--- src/rtl/ctt_pkg.sv ---
package ctt_pkg;

    localparam int unsigned DATA_W = 32;

    typedef logic [DATA_W-1:0] word_t;

    // Modelled tri-state drive: enable plus a word that is zero when disabled
    typedef struct packed {
        logic  en;
        word_t data;
    } bus_drive_t;

    function automatic word_t gate_word(input logic en, input word_t w);
        return en ? w : '0;
    endfunction

    function automatic int unsigned ctr_bits(input int unsigned n);
        return (n < 2) ? 1 : $clog2(n);
    endfunction

endpackage

--- src/rtl/ctt_interval_ctr.sv ---
module ctt_interval_ctr
    import ctt_pkg::*;
#(
    parameter int unsigned INTERVAL = 2000
) (
    input  logic clk_i,
    input  logic rst_i,
    output logic expire_o
);

    localparam int unsigned CW   = ctr_bits(INTERVAL);
    localparam logic [CW-1:0] LAST = CW'(INTERVAL - 1);

    logic [CW-1:0] cnt_q;

    // Restart on the edge that ends the interval
    always_ff @(posedge clk_i) begin
        if (rst_i) begin
            cnt_q <= '0;
        end else if (cnt_q == LAST) begin
            cnt_q <= '0;
        end else begin
            cnt_q <= cnt_q + 1'b1;
        end
    end

    assign expire_o = (cnt_q == LAST);

    generate
        if (INTERVAL >= 2) begin : g_gap
            // two expiries never fall on neighbouring edges
            assert_expiry_spaced_R3: assert property (@(posedge clk_i) disable iff (rst_i)
                expire_o |=> !expire_o)
                else $error("expiry on consecutive edges");
        end
    endgenerate

endmodule

--- src/rtl/ctt_answer_ctl.sv ---
module ctt_answer_ctl
    import ctt_pkg::*;
#(
    parameter word_t DEV_ID = '0
) (
    input  logic       clk_i,
    input  logic       rst_i,
    input  logic       expire_i,
    input  logic       ack_i,
    output logic       pending_o,
    output bus_drive_t drive_o
);

    logic pending_q;
    logic answer_q;
    logic absorb;

    assign absorb = pending_q & ack_i;

    // A new expiry wins over the clearing acknowledge on the same edge
    always_ff @(posedge clk_i) begin
        if (rst_i) begin
            pending_q <= 1'b0;
            answer_q  <= 1'b0;
        end else begin
            answer_q <= absorb;
            if (expire_i) begin
                pending_q <= 1'b1;
            end else if (absorb) begin
                pending_q <= 1'b0;
            end
        end
    end

    assign pending_o    = pending_q;
    assign drive_o.en   = answer_q;
    assign drive_o.data = gate_word(answer_q, DEV_ID);

    // a request is only ever raised by an interval expiry
    assert_raise_on_expiry_R2: assert property (@(posedge clk_i) disable iff (rst_i)
        $rose(pending_q) |-> $past(expire_i))
        else $error("request raised without expiry");

    // without an acknowledge the request is held
    assert_request_held_R4: assert property (@(posedge clk_i) disable iff (rst_i)
        (pending_q && !ack_i) |=> pending_q)
        else $error("request dropped without acknowledge");

    // an absorbed acknowledge clears the request when no expiry coincides
    assert_request_dropped_R4: assert property (@(posedge clk_i) disable iff (rst_i)
        (pending_q && ack_i && !expire_i) |=> !pending_q)
        else $error("request kept after acknowledge");

    // an absorbed acknowledge is answered on the next cycle
    assert_answer_next_R5: assert property (@(posedge clk_i) disable iff (rst_i)
        (pending_q && ack_i) |=> drive_o.en)
        else $error("acknowledge not answered");

    // the bus is enabled only after an absorbing edge
    assert_answer_only_after_ack_R6: assert property (@(posedge clk_i) disable iff (rst_i)
        drive_o.en |-> ($past(pending_q) && $past(ack_i)))
        else $error("bus enabled without acknowledge");

    // expiry coinciding with acknowledge keeps the request and answers
    assert_coincide_R9: assert property (@(posedge clk_i) disable iff (rst_i)
        (pending_q && ack_i && expire_i) |=> (pending_q && drive_o.en))
        else $error("coinciding expiry mishandled");

endmodule

--- src/rtl/ctt_ack_pass.sv ---
module ctt_ack_pass (
    input  logic ack_i,
    input  logic pending_i,
    input  logic answering_i,
    output logic ack_o
);

    // Pass the acknowledge downstream only while this device stays silent
    assign ack_o = ack_i & ~pending_i & ~answering_i;

endmodule

--- src/rtl/chain_tick_timer.sv ---
module chain_tick_timer
    import ctt_pkg::*;
#(
    parameter int unsigned INTERVAL = 2000,
    parameter word_t       DEV_ID   = '0
) (
    input  logic              clk_i,
    input  logic              rst_i,
    input  logic              ack_in_i,
    output logic              irq_o,
    output logic              ack_out_o,
    output logic              bus_en_o,
    output logic [DATA_W-1:0] bus_data_o
);

    logic       expire;
    logic       pending;
    bus_drive_t drive;

    ctt_interval_ctr #(
        .INTERVAL (INTERVAL)
    ) u_ctr (
        .clk_i    (clk_i),
        .rst_i    (rst_i),
        .expire_o (expire)
    );

    ctt_answer_ctl #(
        .DEV_ID (DEV_ID)
    ) u_answer (
        .clk_i     (clk_i),
        .rst_i     (rst_i),
        .expire_i  (expire),
        .ack_i     (ack_in_i),
        .pending_o (pending),
        .drive_o   (drive)
    );

    ctt_ack_pass u_pass (
        .ack_i       (ack_in_i),
        .pending_i   (pending),
        .answering_i (drive.en),
        .ack_o       (ack_out_o)
    );

    assign irq_o      = pending;
    assign bus_en_o   = drive.en;
    assign bus_data_o = drive.data;

    // nothing reaches downstream that did not arrive from upstream
    assert_pass_from_upstream_R7: assert property (@(posedge clk_i) disable iff (rst_i)
        ack_out_o |-> ack_in_i)
        else $error("acknowledge out without acknowledge in");

    // the chain is blocked while requesting or answering
    assert_block_chain_R8: assert property (@(posedge clk_i) disable iff (rst_i)
        (irq_o || bus_en_o) |-> !ack_out_o)
        else $error("acknowledge leaked downstream");

    // the data word carries the identifier when enabled
    assert_id_on_bus_R6: assert property (@(posedge clk_i) disable iff (rst_i)
        bus_en_o |-> (bus_data_o == DEV_ID))
        else $error("wrong identifier on bus");

endmodule

--- config.mk ---
export PLATFORM = sky130hd
export DESIGN_NAME = chain_tick_timer
export DESIGN_NICKNAME = d
export VERILOG_FILES = /design/src/rtl/ctt_pkg.sv /design/src/rtl/ctt_interval_ctr.sv /design/src/rtl/ctt_answer_ctl.sv /design/src/rtl/ctt_ack_pass.sv /design/src/rtl/chain_tick_timer.sv
export SDC_FILE = /design/constraint.sdc
export NUM_CORES = 1
export LEC_CHECK = 0
export ABC_CLOCK_PERIOD_IN_PS = 4900
export BUFFER_PORTS_ARGS = -buffer_cell sky130_fd_sc_hd__clkbuf_2
export CORE_ASPECT_RATIO = 0.8
export CORE_MARGIN = 3
export CORE_UTILIZATION = 40
export DETAILED_ROUTE_END_ITERATION = 16
export PLACE_DENSITY = 0.76
export RECOVER_POWER = 100
export SETUP_SLACK_MARGIN = 0.3
export SYNTH_ARGS = -nofsm -noshare
export SYNTH_HDL_FRONTEND = slang
export SYNTH_SLANG_ARGS = --single-unit
--- constraint.sdc ---
create_clock -name clk_i -period 4.9 [get_ports clk_i]
set_clock_uncertainty 0.1 [all_clocks]
set_input_delay 0.98 -clock clk_i [delete_from_list [all_inputs] [get_ports clk_i]]
set_output_delay 0.98 -clock clk_i [all_outputs]
set_load 0.1 [all_outputs]
==> results of run 1 <==
per-stage QoR:
| stage | setup slack [ns] | instance area [um^2] | utilization | hold slack (ns) |
|---|---|---|---|---|
| after floorplan | 0.658 | 948 | - | 0.330 |
| after global placement | 2.11 | 759 | 0.394 | 0.346 |
| after detailed placement | 2.09 | 759 | 0.394 | 0.361 |
| after CTS | 2.08 | 786 | 0.408 | 0.379 |
| after global routing | 1.66 | 776 | 0.403 | 0.407 |
| final | 1.69 | 776 | 0.403 | 0.377 |
how the worst max path moves through the flow:
stage | cells past startpoint | slack, ns | to | from
after CTS | 3 | 2.08 | ack_out_o | ack_in_i
after floorplan | 1 | 0.66 | ack_out_o | ack_in_i
final | 3 | 1.69 | ack_out_o | ack_in_i
after global placement | 3 | 2.11 | ack_out_o | ack_in_i
after detailed placement | 3 | 2.09 | ack_out_o | ack_in_i
after global routing | 3 | 1.66 | ack_out_o | ack_in_i
critical path, stage by stage:
cell      delay, ns
clkbuf_2       0.09
nor3b_1        0.17
clkbuf_1       0.88
per-layer routing:
layer	track usage	share of wire	vias to the layer above
met5	0	0	-
met4	0.0556	0.015	0
met3	0.0659	0.12	4
met2	0.187	0.44	33
met1	0.121	0.42	262
li1	-	-	291
cells in the final DEF (no fill, tap or decap), types with 3 or more instances in the layout:
cell type and n:
a21oi_1 4, dfxtp_1 13, inv_1 3, clkbuf_1 5, conb_1 32, clkbuf_4 3, o21ai_0 5, or3_1 4
nor2_1 5, nand3_1 4
state kept, by name, indices dropped and copies added, names as in the netlist:
name	count
u_answer.answer_q	1
u_answer.pending_o	1
u_ctr.cnt_q	11
logic make-up after synthesis:
logic type,after synthesis,share of synthesized area
AO/OA/AOI/OAI,15,0.116
XOR/XNOR,3,0.0316
adder cells (fa/ha/maj),1,0.0150
buffers and inverters,36,0.307
flip-flops,13,0.313
other,1,0.00451
AND/OR/NAND/NOR,30,0.214
cell type report:
cell class                 count  area share
clock buffer                   4      0.0339
inverter                       3      0.0145
multi-input combinational     81       0.552
sequential                    13       0.335
tap                           24      0.0387
timing repair buffer           5      0.0258
power by group through the flow:
stage	combinational [mW]	clock, mW	sequential (mW)
after floorplan	0.135	0	0.113
after global placement	0.117	0	0.114
after detailed placement	0.118	0	0.114
after CTS	0.118	0.0698	0.111
after global routing	0.121	0.0755	0.112
final	0.118	0.0661	0.111
==> impl_metrics.json, run 1 <==
{
  "viasPerCell": 4.54,
  "ys_seq_area_frac": 0.313,
  "netlist_top_cells_count": "32 x buf_4, 13 x dfxtp_1, 5 x nor2_1, 5 x o21ai_0",
  "p_switching_mw": 0.152,
  "cap_violations": 0,
  "clk_pin_slew_ns": 0.07,
  "setup_viol": 0,
  "ff2ff_path_depth": 4,
  "drc": 0,
  "r2r_end": "u_ctr.cnt_q[3]",
  "nets": 111,
  "h-tree-depth": 1,
  "cts.repair.resized": 0,
  "fin_crit_ns": 3.21,
  "hpwl_um": 1010,
  "clk_path_buf_depth": 2,
  "cp_max_fo": 3,
  "layoutNonFillerInstCount": 130,
  "synthArstFlopShare": 0,
  "synth_area_leaders": "dfxtp_1 31%, buf_4 29%, o21ai_0 3.0%",
  "rsz0062_at_grt": "no",
  "grt_max_degree": 12,
  "track_usage": 0.114,
  "clk-insertion-delay-late_ns": 0.28,
  "drive_gt1_frac": 0.0472,
  "tightest_slew_ns": 1.17,
  "comb_power_share": 0.400,
  "internal_power_mw": 0.144,
  "worstPathRequired_ns": 3.82,
  "tns_ns": 0,
  "dr.pass1.iters": 4,
  "row_count": 14,
  "synth_top_area_cell": "dfxtp_1",
  "p_leak_nw": 0.317,
  "maxSlewViolCount": 0,
  "cts_tree": "yes",
  "regArea_um2": 260,
  "finalCritPeriodShare": 0.654,
  "ff2ff_setup_slack_ns": 2.86,
  "multi_input_area_um2": 428,
  "hold_depth": 1,
  "drt-initial-drc-count": 8,
  "postCtsHoldBufs": 0,
  "p_clk_frac": 0.224,
  "cts_setup_buffers": 0,
  "dpl.cell_count": 126,
  "antenna_found_initial": 0,
  "seq_power_share": 0.377,
  "yosysMostFrequentCell": "buf_4",
  "wire_per_inst_um": 10.7,
  "worstSetupEndpointType": "primary output",
  "hold_start": "u_ctr.cnt_q[0]",
  "antenna_cells": 0,
  "portBuffers": 5,
  "die_w_um": 57.0,
  "rr_startpoint": "u_ctr.cnt_q[0]",
  "gp_congestion": 0.808,
  "status": "complete, no violations",
  "hold_path.class": "reg2reg",
  "gr-total-overflow": 0,
  "powerDensity_mw_per_mm2": 381,
  "cts_num_sinks": 13,
  "hold_end": "u_ctr.cnt_q[0]",
  "wl_um": 1390,
  "avgSynthCellArea_um2": 8.40,
  "fp.dieH_um": 46.8,
  "synth_area_um2": 832,
  "initial_core_util": 0.432,
  "synth_flop_cell": "dfxtp_1",
  "finalHoldViolations": 0,
  "grt_pass1_wl_um": 2160,
  "synth_edf_count": 0,
  "worstSetupStartpointType": "input pin",
  "worstPathArrival_ns": 2.13,
  "num_vias": 590,
  "dieArea_mm2": 0.00267,
  "peakVddDrop_mv": 0.135,
  "power_mw": 0.296,
  "yosysUniqueCellTypes": 29,
  "core_area_mm2": 0.00193,
  "synth_cells": 99,
  "slew_headroom": 0.222,
  "grt_pass1_vias": 497,
  "fillers": 212,
  "ioPinCount": 38,
  "path_class": "in2out",
  "swShare": 0.512,
  "cts_buffers": 3,
  "root_buffer": "clkbuf_4",
  "postRouteAntennaNets": 0,
  "netlist.area_leader.share": 0.313,
  "synthToLayoutAreaGrowth_pct": -6.77,
  "fmax_ghz": 0.312,
  "ys.warnings.count": 0,
  "synth_seq_cells": 13
}
Note: power is estimated with default switching activity, not from simulation.
==> inputs of run 2 (changes only) <==
Settings changed: ABC_CLOCK_PERIOD_IN_PS 4900 to 3100.
Clock period 4.9 ns to 3.1 ns, I/O delays scaled along.
==> impl_metrics.json, run 2 (synthesis results as in run 1) <==
{
  "ioPinCount": 38,
  "worstPathBufferInverterCount": 2,
  "drt-initial-drc-count": 7,
  "postRouteAntennaNets": 0,
  "viasPerCell": 4.42,
  "drc": 0,
  "cts_tree": "yes",
  "rr_startpoint": "u_ctr.cnt_q[0]",
  "dr.pass1.iters": 2,
  "final_common_cell": "conb_1",
  "drive_gt1_frac": 0.0566,
  "grt_max_degree": 12,
  "fin_crit_ns": 2.45,
  "tightest_slew_ns": 1.16,
  "maxSlewViolCount": 0,
  "cts_buffers": 3,
  "portBuffers": 5,
  "gr-total-overflow": 0,
  "finalCritPeriodShare": 0.790,
  "row_count": 14,
  "crit_end": "ack_out_o",
  "clk-insertion-delay-late_ns": 0.27,
  "regMostFlops": "u_ctr.cnt_q",
  "initial_core_util": 0.432,
  "powerDensity_mw_per_mm2": 600,
  "grt_pass1_vias": 429,
  "cts_num_sinks": 13,
  "cap_violations": 0,
  "ff2ff_path_depth": 4,
  "cts.repair.resized": 0,
  "wl_um": 1310,
  "dieArea_mm2": 0.00267,
  "num_vias": 574,
  "hpwl_um": 1010,
  "antenna_cells": 0,
  "worstPathArrival_ns": 1.73,
  "final_cell_mix": "32 x conb_1, 13 x dfxtp_1, 5 x nor2_1, 5 x o21ai_0, 5 x clkbuf_1",
  "cp_max_fo": 3,
  "gp_congestion": 0.778,
  "slew_headroom": 0.231,
  "cp_slowest_cell": "clkbuf_1",
  "crit_family": "buffers and inverters",
  "antenna_found_initial": 0,
  "slowest_delay_ns": 0.87,
  "hold_start": "u_ctr.cnt_q[0]",
  "root_buffer": "clkbuf_4",
  "peakVddDrop_mv": 0.221,
  "worstSetupEndpointType": "primary output",
  "largest_reg_flops": 11,
  "synthToLayoutAreaGrowth_pct": -6.17,
  "r2r_end": "u_ctr.cnt_q[4]",
  "worstSetupStartpointType": "input pin",
  "track_usage": 0.0977,
  "placed_area_um2": 764,
  "fmax_ghz": 0.408,
  "cp.depth": 3,
  "p_leak_nw": 0.321,
  "die_w_um": 57.0,
  "core_area_mm2": 0.00193,
  "finalHoldViolations": 0,
  "worstPathRequired_ns": 2.38,
  "postCtsHoldBufs": 0,
  "crit_path_start": "ack_in_i",
  "nets": 111,
  "worstPathCellList": "clkbuf_2 -> nor3b_2 -> clkbuf_1",
  "clk_path_buf_depth": 2,
  "grt_pass1_wl_um": 1900,
  "wire_per_inst_um": 10.1,
  "cts_setup_buffers": 0,
  "fillers": 209,
  "path_class": "in2out",
  "h-tree-depth": 1,
  "ff2ff_setup_slack_ns": 1.09,
  "fp.dieH_um": 46.8,
  "clk_pin_slew_ns": 0.08,
  "setup_viol": 0,
  "tns_ns": 0,
  "hold_path.class": "reg2reg",
  "fin_area_um2": 781,
  "rsz0062_at_grt": "no",
  "status": "complete, no violations"
}
==> run 2: routing by layer <==
layer / up-vias / global-route usage / share of wire
li1: 293 / - / -
met5: - / 0 / 0
met3: 0 / 0.0604 / 0.11
met1: 254 / 0.116 / 0.46
met4: 0 / 0.0139 / 0
met2: 27 / 0.157 / 0.43
==> run 2: per-stage QoR <==
step / power [mW] / hold WS, ns / utilization / setup slack (ns) / cells
after floorplan: 0.392 / 0.330 / - / 0.358 / 130
after global placement: 0.365 / 0.348 / 0.397 / 1.07 / 126
after detailed placement: 0.366 / 0.359 / 0.397 / 1.05 / 126
after CTS: 0.473 / 0.378 / 0.410 / 1.05 / 130
after global routing: 0.488 / 0.413 / 0.405 / 0.641 / 130
final: 0.468 / 0.373 / 0.405 / 0.651 / 130
==> run 2: area by class of cell <==
| class | count | area (um^2) | area share |
|---|---|---|---|
| timing repair buffer | 5 | 20.0 | 0.0256 |
| multi-input combinational | 81 | 433 | 0.554 |
| tap | 24 | 30.0 | 0.0385 |
| inverter | 3 | 11.3 | 0.0144 |
| clock buffer | 4 | 26.3 | 0.0337 |
| sequential | 13 | 260 | 0.333 |
==> run 2: how the worst min path moves through the flow <==
| stage | end | slack (ns) | cells past startpoint |
|---|---|---|---|
| 5_1_grt | u_ctr.cnt_q[0] | 0.41 | 1 |
| 3_3_place_gp | u_ctr.cnt_q[0] | 0.35 | 1 |
| 6_report | u_ctr.cnt_q[0] | 0.37 | 1 |
| 3_5_place_dp | u_ctr.cnt_q[0] | 0.36 | 1 |
| 4_1_cts | u_ctr.cnt_q[0] | 0.38 | 1 |
| 2_1_floorplan | u_ctr.cnt_q[0] | 0.33 | 1 |
==> run 2: worst register-to-register path, delay by kind of cell, from the launching register on <==
family / cells / cell delay (ns)
simple gates: 2 / 0.42
compound gates: 1 / 0.78
flops: 1 / 0.38
fa+ha+maj: 1 / 0.20
==> run 2: power breakdown <==
part / switching (mW) / internal [mW]
combinational: 0.180 / 0.00651
sequential: 0.00444 / 0.171
clock: 0.0559 / 0.0499
total: 0.241 / 0.228
==> inputs of run 3 (changes only) <==
Settings changed: ABC_CLOCK_PERIOD_IN_PS 3100 to 2100, PLACE_DENSITY 0.76 to 0.79.
Clock period 3.1 ns to 2.1 ns, I/O delays scaled along.
==> impl_metrics.json, run 3 (synthesis results as in run 1) <==
{
  "nets": 111,
  "hpwl_um": 933,
  "cts_tree": "yes",
  "grt_pass1_wl_um": 1810,
  "tns_ns": 0,
  "cts_num_sinks": 13,
  "status": "complete, no violations",
  "cp.depth": 2,
  "maxSlewViolCount": 0,
  "gp_congestion": 0.803,
  "cts_buffers": 3,
  "setup_viol": 0,
  "gr-total-overflow": 0,
  "cap_violations": 0,
  "hold_path.class": "in2reg",
  "worstPathBufferInverterCount": 1,
  "peakVddDrop_mv": 0.429,
  "worstPathRequired_ns": 1.58,
  "antenna_found_initial": 0,
  "slowest_delay_ns": 0.47,
  "clk-insertion-delay-late_ns": 0.27,
  "wire_per_inst_um": 10.0,
  "fin_crit_ns": 1.80,
  "p_leak_nw": 0.333,
  "r2r_end": "u_ctr.cnt_q[10]",
  "powerDensity_mw_per_mm2": 853,
  "worstSetupEndpointType": "primary output",
  "grt_max_degree": 12,
  "rsz0062_at_grt": "yes",
  "h-tree-depth": 1,
  "slew_headroom": 0.639,
  "postCtsHoldBufs": 0,
  "fp.dieH_um": 46.8,
  "rr_startpoint": "u_ctr.cnt_q[0]",
  "ioPinCount": 38,
  "ff2ff_setup_slack_ns": 0.44,
  "clk_pin_slew_ns": 0.08,
  "fmax_ghz": 0.557,
  "row_count": 14,
  "cp_slowest_cell": "clkbuf_2",
  "postRouteAntennaNets": 0,
  "portBuffers": 5,
  "wl_um": 1300,
  "dr.pass1.iters": 4,
  "dieArea_mm2": 0.00267,
  "largest_reg_flops": 11,
  "crit_family": "buffers and inverters",
  "place_ws_ns": 0.298,
  "worstPathCellList": "nor3b_4 -> clkbuf_2",
  "cts_setup_buffers": 0,
  "root_buffer": "clkbuf_4",
  "cp_max_fo": 4,
  "crit_end": "ack_out_o",
  "worstSetupStartpointType": "flop",
  "crit_path_start": "u_answer.pending_o",
  "grt_pass1_vias": 395,
  "fillers": 199,
  "drive_gt1_frac": 0.104,
  "track_usage": 0.0930,
  "regMostFlops": "u_ctr.cnt_q",
  "fin_ws_ns": 0.303,
  "viasPerCell": 4.47,
  "finalHoldViolations": 0,
  "core_area_mm2": 0.00193,
  "drc": 0,
  "tightest_slew_ns": 0.544,
  "final_common_cell": "conb_1",
  "synthToLayoutAreaGrowth_pct": -2.86,
  "finalCritPeriodShare": 0.856,
  "ff2ff_path_depth": 4,
  "final_cell_mix": "32 x conb_1, 13 x dfxtp_1, 5 x nor2_1, 5 x o21ai_0",
  "drt-initial-drc-count": 9,
  "antenna_cells": 0,
  "die_w_um": 57.0,
  "path_class": "reg2out",
  "clk_path_buf_depth": 2,
  "num_vias": 581,
  "initial_core_util": 0.432,
  "worstPathArrival_ns": 1.28
}
==> run 3: per-stage QoR <==
step / std cells / cell area [um^2] / util / hold slack, ns / total power, mW
floorplan: 130 / 967 / - / 0.330 / 0.577
global route: 130 / 808 / 0.419 / 0.306 / 0.713
detailed placement: 126 / 778 / 0.404 / 0.355 / 0.538
global placement: 126 / 778 / 0.404 / 0.345 / 0.538
CTS: 130 / 810 / 0.420 / 0.276 / 0.693
finish: 130 / 808 / 0.419 / 0.305 / 0.690
==> run 3: final cells by class <==
type | count | area (um^2) | share of cell area
sequential | 13 | 260 | 0.322
clock buffer | 4 | 26.3 | 0.0325
timing repair buffer | 5 | 23.8 | 0.0294
inverter | 3 | 11.3 | 0.0139
multi-input combinational | 81 | 457 | 0.565
tap | 24 | 30.0 | 0.0372
==> run 3: layer usage <==
metal / vias to the layer above / share of wire / GRT usage
met2: 24 / 0.43 / 0.128
met4: 0 / 0.022 / 0.0694
met1: 264 / 0.44 / 0.114
li1: 289 / - / -
met5: - / 0 / 0
met3: 4 / 0.099 / 0.0440
==> run 3: report_power, final <==
part	internal [mW]	switching, mW	total (mW)
clock network	0.0736	0.0774	0.151
logic	0.0114	0.267	0.278
registers	0.253	0.00738	0.260
total	0.338	0.352	0.690
==> run 3: what timing repair did <==
item                       CTS  global route
pin swaps                    0             0
setup endpoints to repair    2             5
resized for setup            1             3
==> run 3: how the worst min path moves through the flow <==
stage                   startpoint            endpoint  cells after the start
global route              ack_in_i   u_answer.answer_q                      2
detailed placement  u_ctr.cnt_q[0]      u_ctr.cnt_q[0]                      1
global placement    u_ctr.cnt_q[0]      u_ctr.cnt_q[0]                      1
finish                    ack_in_i   u_answer.answer_q                      2
CTS                          rst_i  u_answer.pending_o                      2
floorplan           u_ctr.cnt_q[0]      u_ctr.cnt_q[0]                      1
